`config.mk`:
```
export PLATFORM = sky130hd
export DESIGN_NAME = csc_event_queue
export DESIGN_NICKNAME = d
export VERILOG_FILES = /design/src/rtl/csc_pkg.sv /design/src/rtl/csc_detect_decode.sv /design/src/rtl/csc_admit.sv /design/src/rtl/csc_fifo.sv /design/src/rtl/csc_event_queue.sv
export SDC_FILE = /design/constraint.sdc
export NUM_CORES = 1
export LEC_CHECK = 0
export ABC_AREA = 1
export BUFFER_PORTS_ARGS = -buffer_cell sky130_fd_sc_hd__buf_2
export CAP_MARGIN = 20
export CORE_MARGIN = 3
export CORE_UTILIZATION = 46
export DETAILED_ROUTE_END_ITERATION = 16
export SLEW_MARGIN = 20
export SYNTH_ARGS = -nofsm -noshare
export SYNTH_HDL_FRONTEND = slang
export SYNTH_SLANG_ARGS = --single-unit
```
`constraint.sdc`:
```
create_clock -name clk -period 12.2 [get_ports clk]
set_input_delay 1.83 -clock clk [delete_from_list [all_inputs] [get_ports clk]]
set_output_delay 1.83 -clock clk [all_outputs]
set_load 0.05 [all_outputs]
```
`src/rtl/csc_pkg.sv`:
```
package csc_pkg;
  // Socket count is fixed at two; the entry format carries one channel bit.
  localparam int NUM_CH = 2;
  localparam int CH_W   = 1;

  typedef enum logic [1:0] {
    EV_NONE   = 2'd0,
    EV_INSERT = 2'd1,
    EV_REMOVE = 2'd2
  } ev_code_e;

  typedef struct packed {
    logic [CH_W-1:0] chan;
    ev_code_e        code;
  } ev_entry_t;
endpackage

```
`src/rtl/csc_detect_decode.sv`:
```
// Turns one socket's detect pin pair into an event code, gated by its change pulse.
module csc_detect_decode
  import csc_pkg::*;
(
  input  logic     chg_i,
  input  logic     cd_a_i,
  input  logic     cd_b_i,
  output ev_code_e code_o
);
  always_comb begin
    code_o = EV_NONE;
    if (chg_i) begin
      if (cd_a_i && cd_b_i)        code_o = EV_REMOVE;
      else if (!cd_a_i && !cd_b_i) code_o = EV_INSERT;
    end
  end
endmodule

```
`src/rtl/csc_admit.sv`:
```
// Admission: room check first, then the spurious filter; keeps per-channel attached flags.
module csc_admit
  import csc_pkg::*;
#(
  parameter int DEPTH = 5,
  parameter int CNT_W = $clog2(DEPTH + 1)
) (
  input  logic              clk,
  input  logic              rst_n,
  input  ev_code_e          code_i [NUM_CH],
  input  logic [CNT_W-1:0]  occ_i,
  output logic [NUM_CH-1:0] push_o,
  output logic              ovf_o
);
  localparam int SUM_W = $clog2(DEPTH + NUM_CH + 1);

  logic [SUM_W-1:0]  fill [NUM_CH+1];
  logic [NUM_CH-1:0] full_hit;

  assign fill[0] = SUM_W'(occ_i);

  for (genvar c = 0; c < NUM_CH; c++) begin : g_ch
    logic has_ev, room, spur, att_q;

    assign has_ev = (code_i[c] != EV_NONE);
    assign room   = (fill[c] < SUM_W'(DEPTH));
    assign spur   = ((code_i[c] == EV_INSERT) && att_q) ||
                    ((code_i[c] == EV_REMOVE) && !att_q);

    assign push_o[c]   = has_ev && room && !spur;
    assign full_hit[c] = has_ev && !room;
    assign fill[c+1]   = fill[c] + SUM_W'(push_o[c]);

    always_ff @(posedge clk or negedge rst_n) begin
      if (!rst_n)         att_q <= 1'b0;
      else if (push_o[c]) att_q <= (code_i[c] == EV_INSERT);
    end
  end

  always_ff @(posedge clk or negedge rst_n) begin
    if (!rst_n) ovf_o <= 1'b0;
    else        ovf_o <= |full_hit;
  end
endmodule

```
`src/rtl/csc_fifo.sv`:
```
// Circular store of DEPTH entries; up to NUM_CH pushes per cycle in channel order, one pop.
module csc_fifo
  import csc_pkg::*;
#(
  parameter int DEPTH = 5,
  parameter int PTR_W = (DEPTH > 1) ? $clog2(DEPTH) : 1,
  parameter int CNT_W = $clog2(DEPTH + 1)
) (
  input  logic              clk,
  input  logic              rst_n,
  input  logic [NUM_CH-1:0] push_i,
  input  ev_entry_t         data_i [NUM_CH],
  input  logic              pop_i,
  output ev_entry_t         head_o,
  output logic [CNT_W-1:0]  occ_o
);
  ev_entry_t        mem [DEPTH];
  logic [PTR_W-1:0] rd_ptr, wr_ptr;
  logic [PTR_W-1:0] slot [NUM_CH];
  logic [CNT_W-1:0] n_push;

  function automatic logic [PTR_W-1:0] adv(input logic [PTR_W-1:0] p, input int n);
    int s;
    s = (int'(p) + n) % DEPTH;
    return PTR_W'(s);
  endfunction

  always_comb begin
    int k;
    k = 0;
    for (int c = 0; c < NUM_CH; c++) begin
      slot[c] = adv(wr_ptr, k);
      if (push_i[c]) k++;
    end
    n_push = CNT_W'(k);
  end

  always_ff @(posedge clk or negedge rst_n) begin
    if (!rst_n) begin
      rd_ptr <= '0;
      wr_ptr <= '0;
      occ_o  <= '0;
      for (int i = 0; i < DEPTH; i++) mem[i] <= '0;
    end else begin
      for (int c = 0; c < NUM_CH; c++)
        if (push_i[c]) mem[slot[c]] <= data_i[c];
      if (pop_i) rd_ptr <= adv(rd_ptr, 1);
      wr_ptr <= adv(wr_ptr, int'(n_push));
      occ_o  <= occ_o + n_push - CNT_W'(pop_i);
    end
  end

  assign head_o = mem[rd_ptr];
endmodule

```
`src/rtl/csc_event_queue.sv`:
```
// Top: per-channel decode, shared admission, shared event queue with a valid/ready pop port.
module csc_event_queue
  import csc_pkg::*;
#(
  parameter int DEPTH = 5
) (
  input  logic              clk,
  input  logic              rst_n,
  input  logic [NUM_CH-1:0] cd_a_i,
  input  logic [NUM_CH-1:0] cd_b_i,
  input  logic [NUM_CH-1:0] chg_i,
  output logic              evt_valid_o,
  input  logic              evt_ready_i,
  output logic [CH_W-1:0]   evt_chan_o,
  output logic [1:0]        evt_code_o,
  output logic              ovf_o
);
  localparam int CNT_W = $clog2(DEPTH + 1);

  ev_code_e          code [NUM_CH];
  ev_entry_t         ent  [NUM_CH];
  logic [NUM_CH-1:0] push;
  logic [CNT_W-1:0]  occ;
  ev_entry_t         head;
  logic              pop;

  for (genvar c = 0; c < NUM_CH; c++) begin : g_dec
    csc_detect_decode u_dec (
      .chg_i  (chg_i[c]),
      .cd_a_i (cd_a_i[c]),
      .cd_b_i (cd_b_i[c]),
      .code_o (code[c])
    );
    assign ent[c].chan = CH_W'(c);
    assign ent[c].code = code[c];
  end

  csc_admit #(.DEPTH(DEPTH), .CNT_W(CNT_W)) u_admit (
    .clk    (clk),
    .rst_n  (rst_n),
    .code_i (code),
    .occ_i  (occ),
    .push_o (push),
    .ovf_o  (ovf_o)
  );

  csc_fifo #(.DEPTH(DEPTH), .CNT_W(CNT_W)) u_fifo (
    .clk    (clk),
    .rst_n  (rst_n),
    .push_i (push),
    .data_i (ent),
    .pop_i  (pop),
    .head_o (head),
    .occ_o  (occ)
  );

  assign evt_valid_o = (occ != '0);
  assign pop         = evt_valid_o && evt_ready_i;
  assign evt_chan_o  = head.chan;
  assign evt_code_o  = head.code;
endmodule

```
* Word-level counts from Yosys, hierarchy flattened
Cells that the tools add are included.
W data, S select, Z words.
** Storage, ports and cells
- Register bits after elaboration :: 27
- Output and inout port bits :: 5
** Operators by class
- Bitwise gates (word level) :: 3
- Reductions and logical operators :: 33
- Multiplexer cells :: 19
- Equal/unequal tests :: 4
- $add $sub $neg :: 7
- Divide/modulo/power cells :: 4
- Order comparisons :: 7
** Operator list (number)
- $mod A32 B4 Y32 const B :: 3
- $mod A4 B4 Y32 const B :: 1
- $bwmux W15 :: 2
- $mux W15 :: 2
- $demux W3 S3 :: 2
- $logic_and A1 B1 Y1 :: 17
- $mux W3 :: 5
- $ge A4 B4 Y1 const B :: 3
- $not A3 Y4 :: 3
- $logic_not A1 Y1 :: 10
- $bmux W3 S3 :: 1
- $lt A4 B1 Y1 const B :: 2
- $mux W2 :: 4
- $lt A3 B3 Y1 const B :: 2
- $add A3 B1 Y4 :: 1
- $add A3 B1 Y4 const B :: 1
- $add A3 B3 Y4 :: 1
- $eq A2 B1 Y1 const B :: 2
- $eq A2 B2 Y1 const B :: 2
- $reduce_bool A2 Y1 :: 2
- $add A3 B1 Y3 :: 1
- $add A3 B3 Y3 :: 1
- $mux W1 :: 3
- $reduce_bool A3 Y1 :: 1
- 4 further kinds :: 5

* Longest topological paths before layout
Gate-level depths: netlist of the first run.
- Word-level depth :: 20
- Depth in mapped cells :: 28

* Cells and area by module
Synthesis of the first run repeated with hierarchy kept, for this count alone.
** Unflattened totals
- Cell total of the unflattened synthesis :: 359
- Area, all modules :: 2592.5 um2
** Modules (own cells, without submodules)
- csc_fifo :: seq. area each 600.6 um2, area each 2279.7 um2, instances 1, cells each 308
- csc_admit :: seq. area each 75.1 um2, area each 241.5 um2, instances 1, cells each 34
- csc_detect_decode :: seq. area each 0.0 um2, area each 18.8 um2, instances 2, cells each 5
- csc_event_queue :: seq. area each 0.0 um2, area each 33.8 um2, instances 1, cells each 7

* Worst setup path after synthesis of the first run
Ideal clock, no wire load.
- Path type :: input port to flip-flop
- Start point :: in cd_b_i[0]
- End point :: reg u_fifo.wr_ptr[0]
- Required time :: 12.075 ns
- Stages on the path :: 28
- Slack :: 6.417 ns
- Path buffers :: 0
- Library setup time :: 0.125 ns
- Arrival :: 5.658 ns
- Path through :: nor2_1 > nand2_1 > inv_1 > nand2_1 > nand4_1 > inv_1 > ha_1 > ha_1 > nor2_1 > a21oi_1 > o21ai_0 > nand2_1 > nor2_1 > ha_1 > ha_1 > fa_1 > xor2_1 > inv_1 > ha_1 > nor2_1 > o21ai_0 > nand2_1 > xor2_1 > ha_1 > inv_1 > o21ai_0 > nand2_1 > xor2_1
** On the way
- Cells in the longest elaborated chain, start to end :: 17
- Elaborated cells between the ends (all ways) :: 24
- Classes of those cells :: add/sub (3); div (1); order compare (1); eq/ne (2); mux (5); reduce/logical (12)
** RTL lines
- start: declaration :: line csc_event_queue.sv:10 : input logic [NUM_CH-1:0] cd_b_i,
- $logic_not A1 Y1 :: line csc_detect_decode.sv:14 : else if (!cd_a_i && !cd_b_i) code_o = EV_INSERT;
- $logic_and A1 B1 Y1 :: line csc_detect_decode.sv:14
- $mux W1 :: line csc_detect_decode.sv:14
- $mux W2 * :: line csc_detect_decode.sv:13 : if (cd_a_i && cd_b_i) code_o = EV_REMOVE;
- $mux W2 * :: line csc_detect_decode.sv:12 : if (chg_i) begin
- $eq A2 B1 Y1 / $eq A2 B2 Y1 (equally long branches) :: line csc_admit.sv:27, csc_admit.sv:28
- $logic_and A1 B1 Y1, on equally long branches :: line csc_admit.sv:27, csc_admit.sv:28
- $logic_or A1 B1 Y1 :: line csc_admit.sv:27 : assign spur = ((code_i[c] == EV_INSERT) && att_q) ||
- $logic_not A1 Y1 :: line csc_admit.sv:30 : assign push_o[c] = has_ev && room && !spur;
- $logic_and A1 B1 Y1 * :: line csc_admit.sv:30
- $add A3 B1 Y3 :: line csc_admit.sv:32 : assign fill[c+1] = fill[c] + SUM_W'(push_o[c]);
- $lt A3 B3 Y1 :: line csc_admit.sv:26 : assign room = (fill[c] < SUM_W'(DEPTH));
- $logic_and A1 B1 Y1 (2 in series) :: line csc_admit.sv:30
- $mux W3 * :: line csc_fifo.sv:33 : if (push_i[c]) k++;
- $add A3 B3 Y4 * :: line csc_fifo.sv:24 : s = (int'(p) + n) % DEPTH;
- $mod A32 B4 Y32 * :: line csc_fifo.sv:24
- end signal: assignment :: line csc_fifo.sv:48 : wr_ptr <= adv(wr_ptr, int'(n_push));
- end: declaration :: line csc_fifo.sv:18 : logic [PTR_W-1:0] rd_ptr, wr_ptr;
Mark *: on every way between the ends. The rest lies on a longest branch, timed or not.
A chain may end at the register's enable or synchronous reset.

* Worst setup path after layout of the first run
Ends and elaborated chain as after synthesis.

==> results.json, run 1 <==
{
  "setup_violations": 0,
  "grt_antenna_before_repair": 0,
  "port_buffers": 13,
  "tritoncts": "done",
  "sequential_cell_area_um2": 676,
  "ys_top_cells_by_area": "dfrtp_1 (27%), nand2_1 (15%), ha_1 (14%), inv_1 (5.6%), nand3_1 (5.1%)",
  "ys_ff_latch": 27,
  "tightest_slew_ns": 0.604,
  "p_leak_nw": 1.43,
  "start_util": 0.486,
  "setup-tns-final_ns": 0,
  "period_needed_ns": 6.08,
  "row_count": 26,
  "io-pin-count": 14,
  "hold_slack_ns": 0.498,
  "arrival_ns": 6.24,
  "skew_ns": 0.00371,
  "yosysTopAreaCell": "dfrtp_1",
  "powerDensity_mw_per_mm2": 269,
  "grt_max_degree": 28,
  "die_x_um": 80.2,
  "insertion_delay_ns": 0.27,
  "cp-start-kind": "input port",
  "cts_resized": 0,
  "final_hold_viol_count": 0,
  "clk_path_buf_depth": 2,
  "hold_buffers": 0,
  "wl_per_cell_um": 11.5,
  "syn_avg_cell_area_um2": 7.44,
  "slew_violations": 0,
  "ir_drop_mv": 0.127,
  "grt_use_total": 0.167,
  "worstHoldPathType": "reg -> reg",
  "drc": 0,
  "chipHeight_um": 80.2,
  "dieArea_mm2": 0.00643,
  "place.gp.congestion": 0.792,
  "synth-seq-area-share": 0.267,
  "first_global_vias": 2010,
  "required_ns": 12.36,
  "path_class": "in -> reg",
  "multiInputGateArea_mm2": 0.00167,
  "synth_top_area_share": 0.267,
  "core_mm2": 0.00520,
  "htree_num_levels": 1,
  "max_freq_ghz": 0.165,
  "grt_util_met1": 0.217,
  "dr.pass1.iters": 6,
  "synth_edf_count": 0,
  "synthFlopType": "dfrtp_1",
  "drt-initial-drc-count": 93,
  "cp_slowest_cell": "fa_1",
  "diodes": 0,
  "syn_to_final_growth_pct": 6.87,
  "slew_headroom": 0.598,
  "routed_wl_um": 4860,
  "grt_use_met2": 0.289,
  "end_kind": "flip-flop",
  "cts_buffers": 3,
  "post-cts-setup-buffers": 0,
  "path_clk_slew_ns": 0.09,
  "root_buffer": "clkbuf_8",
  "grt_pass1_wl_um": 8740,
  "vias": 2121,
  "use_met3": 0.0157,
  "drv_cap": 0,
  "grt-busiest-layer": "met2",
  "syn_inst": 340,
  "fin_nets": 395,
  "rsz0062_at_grt": "no",
  "syn-num-nets": 380,
  "viasPerCell": 5.00,
  "cp_max_fo": 7,
  "worst_path_most_repeated_cell": "ha_1",
  "synth_area_mm2": 0.00253,
  "drive_gt1_frac": 0.161,
  "hpwl_um": 3970,
  "clock-sinks": 27,
  "async_flop_share": 1.00,
  "overflow": 0,
  "ys_warn_count": 0,
  "fillers": 507,
  "fin_crit_sh": 0.498,
  "postRouteAntennaNets": 0,
  "ys_types": 34,
  "critPathMaxStageDelay_ns": 0.42,
  "status": "finished, final reports clean"
}
## placed cells by master, fill, tap and decap left out, drive strengths merged
cell type	netlist	layout
dfrtp	27	27
nor2	26	26
clkbuf	0	4
clkinv	1	1
nor3	1	1
a221o	3	3
ha	29	29
xor2	6	6
buf	3	13
a21oi	10	10
nand3b	3	3
a31oi	1	1
o22ai	2	2
xnor2	3	3
or2	2	2
inv	43	43
mux2i	1	1
nand4	3	3
o21ai	25	25
fa	2	2
nand3	30	30
nand2	119	119
## layer usage
layer / vias up / share of wire / wire, um
li1: 1121 / - / -
met1: 965 / 0.49 / 2380
met2: 30 / 0.48 / 2320
met3: 5 / 0.022 / 106
met4: 0 / 0.013 / 62
met5: - / 0 / 0
## cells by family after synthesis
logic type / share of synthesized area
and+or+nand+nor: 0.371
buffers and inverters: 0.0746
AOI/OAI and AO/OA: 0.0900
adders and majority gates: 0.159
DFF: 0.267
xor gates and xnor gates: 0.0341
muxes: 0.00395
## sequential cells by signal, indices dropped and copies added, names as in the netlist
register and count:
u_fifo.wr_ptr 3, u_fifo.occ_o 3, u_admit.g_ch.att_q 2, u_fifo.rd_ptr 3, u_admit.ovf_o 1, u_fifo.mem 15
## synth_stat cells, types with 2 or more instances
cell type	count
a21oi_1	9
a221o_1	3
dfrtp_1	27
fa_1	2
ha_1	29
inv_1	38
inv_2	5
nand2_1	99
nand2_2	14
nand2_4	6
nand3_1	26
nand3_2	3
nand3b_1	3
nand4_1	3
nor2_1	19
nor2_4	3
nor2_8	3
o21ai_0	23
o21ai_1	2
o22ai_1	2
or2_2	2
xnor2_1	2
xor2_1	6
## cell type report
type,instances,share of cell area
repair buffers,13,0.0241
multi-input cells,266,0.616
clock buffers,4,0.0167
well taps,70,0.0324
inverters,44,0.0611
flip-flops and latches,27,0.250
## critical path, delay by kind of cell
kind / cells / cell delay [ns]
simple gates: 10 / 1.09
buf+inv: 5 / 0.49
xor+xnor: 3 / 0.62
fa+ha+maj: 7 / 1.81
compound gates: 4 / 0.39
## where the power goes
part	internal (mW)	switching [mW]	total [mW]
Sequential	0.132	0.0449	0.177
Combinational	0.180	0.319	0.499
Clock	0.0234	0.0273	0.0507
## stage by stage
stage,instance area [um2],total power [mW],utilization,worst slack [ns],std cells
2_1_floorplan,2530,0.589,-,6.42,340
3_3_place_gp,2660,0.672,0.511,6.00,420
3_5_place_dp,2660,0.680,0.511,5.84,420
4_1_cts,2710,0.733,0.520,6.14,424
5_1_grt,2710,0.815,0.520,5.68,424
6_report,2710,0.727,0.520,6.12,424
## path summary, 6_finish.rpt
path                                 start                to  slack [ns]  cells past startpoint
max                              cd_b_i[0]  u_fifo.wr_ptr[0]        6.12                     29
max reg2reg                u_fifo.occ_o[1]  u_fifo.wr_ptr[0]        7.47                     25
min reg2reg                  u_fifo.mem[8]     u_fifo.mem[8]        0.50                      2
min                          u_fifo.mem[8]     u_fifo.mem[8]        0.50                      2
max in group asynchronous            rst_n  u_fifo.rd_ptr[2]       10.25                      1
min in group asynchronous            rst_n     u_fifo.mem[1]        1.55                      1
Note: power is estimated with default switching activity, not from simulation.
==> inputs of run 2 (changes only) <==
- PLACE_DENSITY: not set -> 0.65
- clock period: 12.2 -> 5.2 ns (I/O delays scaled with it)
==> results.json, run 2 (synthesis results as in run 1) <==
{
  "worstHoldPathType": "reg -> reg",
  "grt_antenna_before_repair": 0,
  "sequential_cell_area_um2": 676,
  "clk_path_buf_depth": 2,
  "status": "finished, final reports clean",
  "drive_gt1_frac": 0.194,
  "path_clk_slew_ns": 0.09,
  "drv_cap": 0,
  "port_buffers": 13,
  "cts_buffers": 3,
  "critPathMaxStageDelay_ns": 0.39,
  "grt_pass1_wl_um": 9160,
  "row_count": 26,
  "powerDensity_mw_per_mm2": 630,
  "design_power_total_mw": 1.75,
  "multiInputGateArea_mm2": 0.00169,
  "drc": 0,
  "root_buffer": "clkbuf_8",
  "tritoncts": "done",
  "final_cells": 430,
  "fin_nets": 401,
  "grt_use_total": 0.175,
  "setup_violations": 0,
  "cp_slowest_cell": "fa_2",
  "cp-start-kind": "input port",
  "path_class": "in -> reg",
  "insertion_delay_ns": 0.28,
  "p_leak_nw": 1.46,
  "ff2ff_setup_slack_ns": 0.67,
  "final_cell_mix": "nand2_1 (98), inv_1 (38), ha_1 (27), dfrtp_1 (27), nand3_1 (26)",
  "overflow": 0,
  "first_global_vias": 2108,
  "dieArea_mm2": 0.00643,
  "end_kind": "flip-flop",
  "slew_violations": 0,
  "largest_reg_flops": 15,
  "dr.pass1.iters": 4,
  "diodes": 0,
  "period_needed_ns": 4.77,
  "io-pin-count": 14,
  "cp_max_fo": 7,
  "vias": 2161,
  "place_inst": 422,
  "skew_ns": 0.00287,
  "syn_to_final_growth_pct": 9.74,
  "viasPerCell": 5.03,
  "drt-initial-drc-count": 126,
  "start_util": 0.486,
  "die_x_um": 80.2,
  "tightest_slew_ns": 0.638,
  "routed_wl_um": 5090,
  "hpwl_um": 4020,
  "max_freq_ghz": 0.210,
  "required_ns": 5.37,
  "grt_max_degree": 28,
  "core_mm2": 0.00520,
  "largest_register": "u_fifo.mem",
  "wl_per_cell_um": 11.8,
  "final_hold_viol_count": 0,
  "postRouteAntennaNets": 0,
  "htree_num_levels": 1,
  "slew_headroom": 0.574,
  "final_common_cell": "nand2_1",
  "fin_crit_sh": 0.918,
  "fillers": 525,
  "place.gp.congestion": 0.795,
  "chipHeight_um": 80.2,
  "clock-sinks": 27,
  "ir_drop_mv": 0.369,
  "arrival_ns": 4.94
}
-- run 2: cell count changes in the layout (fill, tap and decap cells not counted), sizes merged --
| cell | before | now |
|---|---|---|
| buf | 13 | 19 |
-- run 2: final cells by class --
| cell class | instances | area share |
|---|---|---|
| clock buffer | 4 | 0.0162 |
| inverter | 44 | 0.0595 |
| multi-input combinational | 266 | 0.610 |
| sequential | 27 | 0.243 |
| tap | 70 | 0.0315 |
| timing repair buffer | 19 | 0.0396 |
-- run 2: worst max-delay path: cells and delay by family --
kind	cells	cell delay, ns
AO/OA/AOI/OAI	4	0.39
AND/OR/NAND/NOR	10	1.14
adder cells (fa/ha/maj)	7	1.71
XOR/XNOR	3	0.50
buffers and inverters	5	0.41
-- run 2: routing by layer --
| metal | share of wire | GRT usage | routed length [um] | vias to the layer above |
|---|---|---|---|---|
| met1 | 0.49 | 0.234 | 2490 | 991 |
| li1 | - | - | - | 1137 |
| met3 | 0.021 | 0.0179 | 105 | 7 |
| met2 | 0.48 | 0.301 | 2420 | 26 |
| met4 | 0.015 | 0.0456 | 74 | 0 |
| met5 | 0 | 0 | 0 | - |
-- run 2: metrics by stage --
step           hold slack, ns  area (um2)   util  setup slack, ns  setup TNS (ns)
6_report                0.492        2780  0.534            0.427               0
4_1_cts                 0.492        2720  0.523            0.204               0
2_1_floorplan           0.449        2530      -            0.467               0
3_5_place_dp            0.467        2680  0.514          -0.0718          -0.133
3_3_place_gp            0.468        2680  0.514            0.180               0
5_1_grt                 0.524        2780  0.534          -0.0260         -0.0282
-- run 2: path summary, 6_finish.rpt --
kind | start | endpoint | cells past startpoint
worst max-delay path | cd_b_i[0] | u_fifo.wr_ptr[0] | 29
worst min-delay path | u_fifo.mem[11] | u_fifo.mem[11] | 2
worst max register to register | u_fifo.occ_o[0] | u_fifo.wr_ptr[0] | 25
worst min register to register | u_fifo.mem[11] | u_fifo.mem[11] | 2
max in group asynchronous | rst_n | u_fifo.occ_o[2] | 1
min in group asynchronous | rst_n | u_fifo.mem[2] | 1
-- run 2: what timing repair did --
| action | in CTS | in global routing |
|---|---|---|
| setup endpoints to repair | 0 | 3 |
| hold buffers | 0 | 0 |
| gates resized for setup | 0 | 8 |
| buffers inserted | 0 | 4 |
-- run 2: where the power goes --
group	total [mW]	internal, mW	switching (mW)	leakage (nW)
Clock	0.123	0.0551	0.0684	0.0228
Sequential	0.416	0.310	0.106	0.335
Combinational	1.21	0.448	0.762	1.10
